File: src/rtl/deframer_pkg.sv
package deframer_pkg;
  typedef enum logic {
    ST_SEARCH = 1'b0,
    ST_LOCKED = 1'b1
  } lock_state_e;
endpackage

File: src/rtl/frame_align.sv
module frame_align #(
  parameter int unsigned FRAME_LEN = 28
) (
  input  logic                 clk_i,
  input  logic                 rst_ni,
  input  logic                 pd_i,
  input  logic                 bit_i,
  input  logic                 slip_i,
  output logic                 eval_o,
  output logic [FRAME_LEN-1:0] window_o
);
  localparam int unsigned CNT_W = $clog2(FRAME_LEN);
  localparam logic [CNT_W-1:0] LAST = CNT_W'(FRAME_LEN - 1);

  logic [CNT_W-1:0]     cnt_q;
  logic [FRAME_LEN-2:0] sr_q;

  always_ff @(posedge clk_i or negedge rst_ni) begin
    if (!rst_ni) begin
      cnt_q <= '0;
      sr_q  <= '0;
    end else if (pd_i) begin
      cnt_q <= '0;
      sr_q  <= '0;
    end else begin
      sr_q <= {sr_q[FRAME_LEN-3:0], bit_i};
      if (cnt_q == LAST) cnt_q <= slip_i ? CNT_W'(1) : '0; // skip a bit to shift offset
      else               cnt_q <= cnt_q + 1'b1;
    end
  end

  // oldest bit at MSB, current bit at LSB
  assign window_o = {sr_q, bit_i};
  assign eval_o   = (cnt_q == LAST) && !pd_i;

  AST_SLIP_AT_EVAL: assert property (@(posedge clk_i) disable iff (!rst_ni)
    slip_i |-> eval_o);
endmodule

File: src/rtl/frame_decode.sv
module frame_decode #(
  parameter int unsigned PAYLOAD_W = 24
) (
  input  logic [PAYLOAD_W+3:0] window_i,
  output logic [PAYLOAD_W-1:0] payload_o,
  output logic                 clk_ok_o,
  output logic                 par_ok_o
);
  localparam int unsigned FL = PAYLOAD_W + 4;

  logic [PAYLOAD_W-1:0] raw;
  logic                 inv;
  logic                 par;

  for (genvar j = 0; j < PAYLOAD_W; j++) begin : g_pick
    assign raw[j] = window_i[FL-2-j];
  end

  assign inv       = window_i[2];
  assign par       = window_i[1];
  assign clk_ok_o  = window_i[FL-1] & ~window_i[0];
  assign par_ok_o  = ~(^{raw, inv, par});
  assign payload_o = raw ^ {PAYLOAD_W{inv}};
endmodule

File: src/rtl/lock_fsm.sv
module lock_fsm
  import deframer_pkg::*;
#(
  parameter int unsigned LOCK_FRAMES   = 16,
  parameter int unsigned UNLOCK_FRAMES = 4
) (
  input  logic clk_i,
  input  logic rst_ni,
  input  logic pd_i,
  input  logic eval_i,
  input  logic clk_ok_i,
  output logic locked_o,
  output logic slip_o
);
  localparam int unsigned GW = $clog2(LOCK_FRAMES + 1);
  localparam int unsigned BW = $clog2(UNLOCK_FRAMES + 1);
  localparam logic [GW-1:0] GOOD_LAST = GW'(LOCK_FRAMES - 1);
  localparam logic [BW-1:0] BAD_LAST  = BW'(UNLOCK_FRAMES - 1);

  lock_state_e   state_q;
  logic [GW-1:0] good_q;
  logic [BW-1:0] bad_q;

  assign locked_o = (state_q == ST_LOCKED);
  assign slip_o   = eval_i && !clk_ok_i &&
                    ((state_q == ST_SEARCH) || (bad_q == BAD_LAST));

  always_ff @(posedge clk_i or negedge rst_ni) begin
    if (!rst_ni) begin
      state_q <= ST_SEARCH;
      good_q  <= '0;
      bad_q   <= '0;
    end else if (pd_i) begin
      state_q <= ST_SEARCH;
      good_q  <= '0;
      bad_q   <= '0;
    end else if (eval_i) begin
      unique case (state_q)
        ST_SEARCH: begin
          if (!clk_ok_i) good_q <= '0;
          else if (good_q == GOOD_LAST) begin
            state_q <= ST_LOCKED;
            good_q  <= '0;
            bad_q   <= '0;
          end else good_q <= good_q + 1'b1;
        end
        ST_LOCKED: begin
          if (clk_ok_i) bad_q <= '0;
          else if (bad_q == BAD_LAST) begin
            state_q <= ST_SEARCH;
            bad_q   <= '0;
            good_q  <= '0;
          end else bad_q <= bad_q + 1'b1;
        end
        default: state_q <= ST_SEARCH;
      endcase
    end
  end

  AST_LOCK_RISE_AT_EVAL: assert property (@(posedge clk_i) disable iff (!rst_ni)
    $rose(locked_o) |-> $past(eval_i) && $past(clk_ok_i));
  AST_LOCK_FALL_AT_EVAL: assert property (@(posedge clk_i) disable iff (!rst_ni)
    $fell(locked_o) |-> $past(pd_i) || ($past(eval_i) && !$past(clk_ok_i)));
  AST_PD_DROPS_LOCK: assert property (@(posedge clk_i) disable iff (!rst_ni)
    pd_i |=> !locked_o);
endmodule

File: src/rtl/frame_deframer.sv
module frame_deframer #(
  parameter int unsigned PAYLOAD_W     = 24,
  parameter int unsigned SIDE_W        = 3,
  parameter int unsigned LOCK_FRAMES   = 16,
  parameter int unsigned UNLOCK_FRAMES = 4
) (
  input  logic                 clk_i,
  input  logic                 rst_ni,
  input  logic                 pd_i,
  input  logic                 oe_i,
  input  logic                 oss_i,
  input  logic                 ser_i,
  output logic [PAYLOAD_W-1:0] data_o,
  output logic                 valid_o,
  output logic                 lock_o,
  output logic                 err_o,
  output logic [SIDE_W-1:0]    side_o
);
  localparam int unsigned FRAME_LEN = PAYLOAD_W + 4;

  logic                 eval;
  logic [FRAME_LEN-1:0] window;
  logic                 slip;
  logic [PAYLOAD_W-1:0] payload;
  logic                 clk_ok;
  logic                 par_ok;
  logic                 locked;

  logic [PAYLOAD_W-1:0] data_q;
  logic                 valid_q;
  logic                 err_q;
  logic                 show;

  frame_align #(.FRAME_LEN(FRAME_LEN)) u_align (
    .clk_i    (clk_i),
    .rst_ni   (rst_ni),
    .pd_i     (pd_i),
    .bit_i    (ser_i),
    .slip_i   (slip),
    .eval_o   (eval),
    .window_o (window)
  );

  frame_decode #(.PAYLOAD_W(PAYLOAD_W)) u_decode (
    .window_i  (window),
    .payload_o (payload),
    .clk_ok_o  (clk_ok),
    .par_ok_o  (par_ok)
  );

  lock_fsm #(
    .LOCK_FRAMES   (LOCK_FRAMES),
    .UNLOCK_FRAMES (UNLOCK_FRAMES)
  ) u_lock (
    .clk_i    (clk_i),
    .rst_ni   (rst_ni),
    .pd_i     (pd_i),
    .eval_i   (eval),
    .clk_ok_i (clk_ok),
    .locked_o (locked),
    .slip_o   (slip)
  );

  always_ff @(posedge clk_i or negedge rst_ni) begin
    if (!rst_ni) begin
      data_q  <= '0;
      valid_q <= 1'b0;
      err_q   <= 1'b0;
    end else if (pd_i) begin
      data_q  <= '0;
      valid_q <= 1'b0;
      err_q   <= 1'b0;
    end else begin
      valid_q <= eval && locked;
      err_q   <= eval && locked && !(clk_ok && par_ok);
      if (eval) data_q <= payload;
    end
  end

  // a strobe on the frame that drops lock still carries its word
  assign show    = oe_i && (locked || valid_q || oss_i);
  assign data_o  = show ? data_q : '0;
  assign side_o  = data_o[PAYLOAD_W-1 -: SIDE_W];
  assign valid_o = oe_i && valid_q;
  assign err_o   = oe_i && err_q;
  assign lock_o  = locked;

  AST_VALID_PULSE: assert property (@(posedge clk_i) disable iff (!rst_ni)
    valid_q |=> !valid_q);
  AST_VALID_AFTER_EVAL: assert property (@(posedge clk_i) disable iff (!rst_ni)
    valid_q |-> $past(eval) && $past(locked));
  AST_ERR_NEEDS_VALID: assert property (@(posedge clk_i) disable iff (!rst_ni)
    err_q |-> valid_q && $past(!clk_ok || !par_ok));
endmodule

File: config.mk
export PLATFORM = sky130hd
export DESIGN_NAME = frame_deframer
export DESIGN_NICKNAME = d
export VERILOG_FILES = /design/src/rtl/deframer_pkg.sv /design/src/rtl/frame_align.sv /design/src/rtl/frame_decode.sv /design/src/rtl/lock_fsm.sv /design/src/rtl/frame_deframer.sv
export SDC_FILE = /design/constraint.sdc
export NUM_CORES = 1
export LEC_CHECK = 0
export BUFFER_PORTS_ARGS = -buffer_cell sky130_fd_sc_hd__buf_2
export CORE_UTILIZATION = 40
export CTS_BUF_LIST = sky130_fd_sc_hd__clkbuf_8 sky130_fd_sc_hd__clkbuf_16
export CTS_CLUSTER_SIZE = 30
export DETAILED_ROUTE_END_ITERATION = 10
export GPL_TIMING_DRIVEN = 0
export SLEW_MARGIN = 20
export SYNTH_ARGS = -nofsm -noshare
export SYNTH_HDL_FRONTEND = slang
export SYNTH_SLANG_ARGS = --single-unit
export TNS_END_PERCENT = 5
File: constraint.sdc
create_clock -name clk_i -period 1.85 [get_ports clk_i]
set_input_delay 0.4625 -clock clk_i [delete_from_list [all_inputs] [get_ports clk_i]]
set_output_delay 0.4625 -clock clk_i [all_outputs]
set_load 0.05 [all_outputs]
Yosys cells after proc, flatten, opt, wreduce, memory -nomap -nowiden. Cells that the tools add are included.

Flip-flop bits (word level): 67. Latch bits: 0. RAM bits: 0. Memory bits (read-only): 0. Input port bits: 6. Output and inout bits: 30. Logic and storage cells: 72. Memories kept: 0.

Add/subtract/negate cells: 3. $mul: 0. Div/mod/pow operators: 0. $lt $le $gt $ge: 0. Equality and inequality tests: 7. Shift operators: 0. Multiplexer cells: 30. Bitwise operators: 5. Reduce and logical (&&, ||, !) cells: 19.

Operators by type and width (number): 24-bit two-way mux (3); 5-bit two-way mux (8); 27-bit two-way mux (1); 26-bit XOR reduction (1); 24-bit bitwise XOR (1); 3-bit two-way mux (6); 3-bit != test, second input constant (4); 5-bit by 1-bit adder with 5-bit output, second input constant (2); 5-bit one-hot mux with 2 select lines (1); 1-bit logical AND (9); 1-bit two-way mux (9); 3-bit one-hot mux with 2 select lines (1); 3-bit AND reduction (2); 5-bit by 4-bit == test with 1-bit output, second input constant (1); 5-bit == test, second input constant (1); 3-bit by 1-bit adder with 3-bit output, second input constant (1); 3-bit by 2-bit == test with 1-bit output, second input constant (1); 1-bit logical NOT (3); 1-bit logical OR (3); 1-bit NOT (3); 1-bit one-hot mux with 2 select lines (1); 2-bit nonzero test (1); 1-bit bitwise AND (1).

Depth between registers and ports, before layout.
Word-level depth: 8. Depth in mapped cells: 7. Mapped depth without buffers: 6.

Modules after synthesis. Synthesis repeated with hierarchy kept, for this count alone.

Cell total of the unflattened synthesis: 299. Area total of the unflattened synthesis: 3373.2 sq um.

By module, submodules not included: frame_deframer (times used 1, cells each 116, area an instance 1261.2 sq um, seq. area each 650.6 sq um); frame_align (times used 1, cells each 81, area an instance 1111.1 sq um, seq. area each 800.8 sq um); lock_fsm (times used 1, cells each 52, area an instance 531.8 sq um, seq. area each 225.2 sq um); frame_decode (times used 1, cells each 50, area an instance 469.2 sq um, seq. area each 0.0 sq um).

Worst setup path after synthesis. OpenSTA, ideal clock, no wires.

Path kind: reg-to-output. Start point: register u_lock.state_q (netlist: u_lock.locked_o). End point: output port side_o[0]. Data arrival time: 1.857 ns. Required time: 1.387 ns. Setup slack: -0.469 ns. Cell stages (with the launch flop): 5. Path buffers: 2. Path through: dfrtp_1 -> o31a_1 -> clkbuf_1 -> and2_1 -> buf_4.

Longest elaborated chain between the ends: 4.

Ends and longest elaborated chain: from (decl) (RTL line lock_fsm.sv:20) `lock_state_e state_q;`; from (signal assigned) (RTL line lock_fsm.sv:30) `state_q <= ST_SEARCH;`; from (signal assigned) (RTL line lock_fsm.sv:34) `state_q <= ST_SEARCH;`; from (signal assigned) (RTL line lock_fsm.sv:42) `state_q <= ST_LOCKED;`; 1-bit logical OR (2 in a row) (RTL line frame_deframer.sv:81) `assign show = oe_i && (locked || valid_q || oss_i);`; 1-bit logical AND (RTL line frame_deframer.sv:81); 24-bit two-way mux (RTL line frame_deframer.sv:82) `assign data_o = show ? data_q : '0;`; to (decl) (RTL line frame_deframer.sv:17) `output logic [SIDE_W-1:0] side_o`.

No other way between the ends.

Worst setup path in the final report.
Start point: register valid_q. End point: output port side_o[1].

Longest elaborated chain between the ends: 4.

Ends and longest elaborated chain: from (decl) (RTL line frame_deframer.sv:30) `logic valid_q;`; from (signal assigned) (RTL line frame_deframer.sv:74) `valid_q <= eval && locked;`; 1-bit logical OR (2 in a row) (RTL line frame_deframer.sv:81); 1-bit logical AND (RTL line frame_deframer.sv:81); 24-bit two-way mux (RTL line frame_deframer.sv:82).

No other way between the ends.

==> summary.md <==
| Metric | Value |
|---|---|
| Crit path capture type | output pin |
| Synth unique cells | 35 |
| Power Density | roughly 730 nW/um^2 |
| Final wirelength | roughly 6400 um |
| RSZ-0062 raised after global routing | yes |
| R2R Path End | err_q$_DFF_PN0_ |
| Clk_skew | 0.00783 ns |
| Cells after DPL | ~440 |
| Seq/Total Area, Yosys | between 50% and 60% |
| Sequential cell area | 1680 um^2 |
| Slew Limit Fails | 0 |
| Post-synth EDFFs | 0 |
| Initial antenna violation count | 0 |
| Wire length per cell | 14.1 um |
| Setup TNS Final | -6.38 ns |
| Max clock buf depth | 2 |
| Cell-internal power | roughly 2.2 mW |
| CP Launch Type | flop |
| Fin crit period | 2.15 ns |
| Number of global-route vias before repair | about 2300 |
| Required time of the worst setup path | around 1.4 ns |
| CTS tree | yes |
| Area grow syn2layout | 22.5% |
| Non-filler cells, final | about 460 |
| Pleak | ~1.8 nW |
| Sink Count | 67 |
| Post-Synthesis Cell Area | around 3200 um^2 |
| Num rows | 32 |
| Layout cells sized above 1 | 22.3% |
| Clock share of power | between 40% and 50% |
| Highest Clock Rate | between 0.4 and 0.5 GHz |
| Remaining antenna violation count | 0 |
| H-tree depth | 3 |
| Core area | just under 8000 um^2 |
| 1st-pass router iterations | 4 |
| Worst hold path class | primary input to async pin |
| DR iter-0 viols | 78 |
| GPL Wtd Cong | roughly 0.79 |
| # diodes | 0 |
| Root buf cell | clkbuf_8 |
| Syn Inst Count | 301 |
| Via count | 2215 |
| First-pass GRT wire length | about 11000 um |
| Max-cap violation count | 0 |
| Total CTS buffers | 9 |
| Avg Inst Size Synth | around 11 um^2 |
| Final setup violation count | 27 |
| Status | finished with violations |
| Gr usage total | approximately 18% |
| Die area | 8360 um^2 |
| Sequential Power Share | 51.8% |
| Failing checks | negative setup slack |
| Reg2Reg Setup Slack | roughly 0.060 ns |
| DP Wirelength | 4300 um |
| Slew margin rel. | a little over half |
| Seq cells post-synth | 67 |
| Drt drc | 0 |
| Crit Path Category | flop to output pin |
| Yosys warns | 0 |
| Hold WS | 0.0462 ns |
| R2r startpoint | u_align.sr_q[24]$_DFF_PN0_ |
| Asr flop ratio synth | between 90% and 100% |
| Initial core utilization | approximately two fifths |
| Logic pwr share | 5.4% |
| Die width | around 91 um |
| Drt via density | between 4 and 5 |
| Maximum VDD drop | 0.000373 V |
| Multi-input logic area | between 1000 and 1500 um^2 |
| Arrival time worst endpoint | approximately 1.7 ns |
| CP max FO | 6 |
| Least-Margin Pin Slew | around 0.71 ns |
| Period utilization | 116% |
| Top_reg_cell synth | dfrtp_1 |
| Final worst slack | -0.301 ns |
| Worst-path clk slew | ~0.07 ns |
| Sw Pwr | around 0.65 mW |
| Clock insertion delay at the later pin of the skew report | 0.34 ns |
| Switching Share | between 20% and 30% |
| Die Y-Extent | around 91 um |
| Synth Net Count | a little over 300 |
| Setup Slack @ Placement | -0.346 ns |
| IO buf count | 34 |
| Final hold violation count | 0 |
| Grt total ovfl | 0 |
| Pin count of the biggest net entering global routing | 37 |
| Fill cells | just over 700 |
| Final net count | between 300 and 400 |
| Ports | 36 |
| R2r worst-path depth | 5 |
## worst max-delay path, cell delays in order, from the launching register on
cell	delay, ns
dfrtp_1	0.39
o31a_4	0.39
clkbuf_8	0.17
and2_4	0.14
buf_6	0.11
buf_8	0.14
## how the worst max path moves through the flow
stage / from / end / slack (ns) / cells after the start
3_5_place_dp: oss_i / side_o[1] / -0.35 / 6
5_1_grt: valid_q$_DFF_PN0_ / side_o[1] / -0.37 / 5
6_report: valid_q$_DFF_PN0_ / side_o[1] / -0.30 / 5
2_1_floorplan: u_lock.locked_o$_DFFE_PN0P_ / side_o[1] / 0.002 / 4
3_3_place_gp: oss_i / side_o[1] / -0.34 / 6
4_1_cts: u_lock.locked_o$_DFFE_PN0P_ / side_o[1] / -0.39 / 5
## area by class of cell
| cell class | instances | share of cell area (%) |
|---|---|---|
| Clock buffer | 11 | 3.87 |
| Sequential cell | 67 | 42.8 |
| Clock inverter | 4 | 1.09 |
| Tap cell | 102 | 3.26 |
| Timing Repair Buffer | 39 | 7.92 |
| Multi-Input combinational cell | 211 | 37.1 |
| Buffer | 22 | 3.83 |
| Inverter | 1 | 0.0958 |
## through the flow
stage	utilization, %	total power, mW	cell area, um^2
floorplan	-	1.59	3210
global placement	45.4	1.65	3500
detailed placement	45.6	1.66	3530
CTS	49.9	2.89	3850
global route	50.7	2.98	3920
finish	50.7	2.86	3920
## cells by family after synthesis
family / count (synthesis) / share of synthesized area (%)
and+or+nand+nor: 113 / 19.0
DFF: 67 / 52.4
muxes: 1 / 0.352
buffers and inverters: 23 / 3.25
adders and majority gates: 3 / 1.17
AOI/OAI and AO/OA: 46 / 9.78
xor gates and xnor gates: 48 / 14.0
## what timing repair did
action                                  4_1_cts  5_1_grt
buffers inserted                              2        0
endpoints found under the setup margin       61       54
hold buffers                                  0        0
gates resized for setup                      37       24
pin swaps                                     2        4
cloned                                        1        1
## placed cells by master (no fill, tap or decap), types with 3 or more instances in the layout
| cell type | count |
|---|---|
| a211oi_1 | 25 |
| a21oi_1 | 8 |
| and2_1 | 19 |
| and2_4 | 7 |
| buf_2 | 21 |
| buf_4 | 8 |
| buf_6 | 14 |
| buf_8 | 3 |
| clkbuf_1 | 8 |
| clkbuf_8 | 12 |
| dfrtp_1 | 66 |
| inv_1 | 3 |
| nand2_1 | 11 |
| nand3_1 | 3 |
| nor2_1 | 30 |
| nor2b_1 | 28 |
| nor3_1 | 3 |
| nor3b_1 | 3 |
| o21ai_0 | 3 |
| xnor2_1 | 43 |
| xor2_1 | 3 |
## sequential cells by signal, summed over array words and instances, names as in the netlist
signal,flops
u_lock.bad_q,3
u_lock.locked_o,1
data_q,24
u_lock.good_q,5
u_align.cnt_q,5
u_align.sr_q,27
valid_q,1
err_q,1
## power groups by stage
| stage | clock network [mW] | registers (mW) | logic, mW |
|---|---|---|---|
| 2_1_floorplan | 0 | 1.51 | 0.0821 |
| 3_3_place_gp | 0 | 1.51 | 0.139 |
| 3_5_place_dp | 0 | 1.51 | 0.148 |
| 4_1_cts | 1.26 | 1.48 | 0.155 |
| 5_1_grt | 1.32 | 1.48 | 0.176 |
| 6_report | 1.23 | 1.48 | 0.155 |
## per-layer routing
metal	GRT usage, %	up-vias	share of wire, %
met5	0	-	0
met4	6.75	0	1.3
met3	4.86	7	3.3
met2	26.6	40	47
met1	23.9	1072	48
li1	-	1096	-
## cells in the mapped netlist, types with 3 or more instances
cell type | instances | area share [%]
nor3_1 | 3 | 0.47
o21ai_0 | 3 | 0.47
buf_4 | 3 | 0.70
ha_1 | 3 | 1.2
nor2b_1 | 28 | 5.5
nand3_1 | 3 | 0.47
dfrtp_1 | 67 | 52
and2_1 | 27 | 5.3
buf_2 | 5 | 0.78
clkbuf_1 | 13 | 1.5
a211oi_1 | 25 | 5.9
xnor2_1 | 43 | 12
nor2_1 | 30 | 3.5
a21oi_1 | 8 | 1.3
nor3b_1 | 4 | 0.94
nand2_1 | 11 | 1.3
xor2_1 | 3 | 0.82
Power figures use the tool's default switching activity.
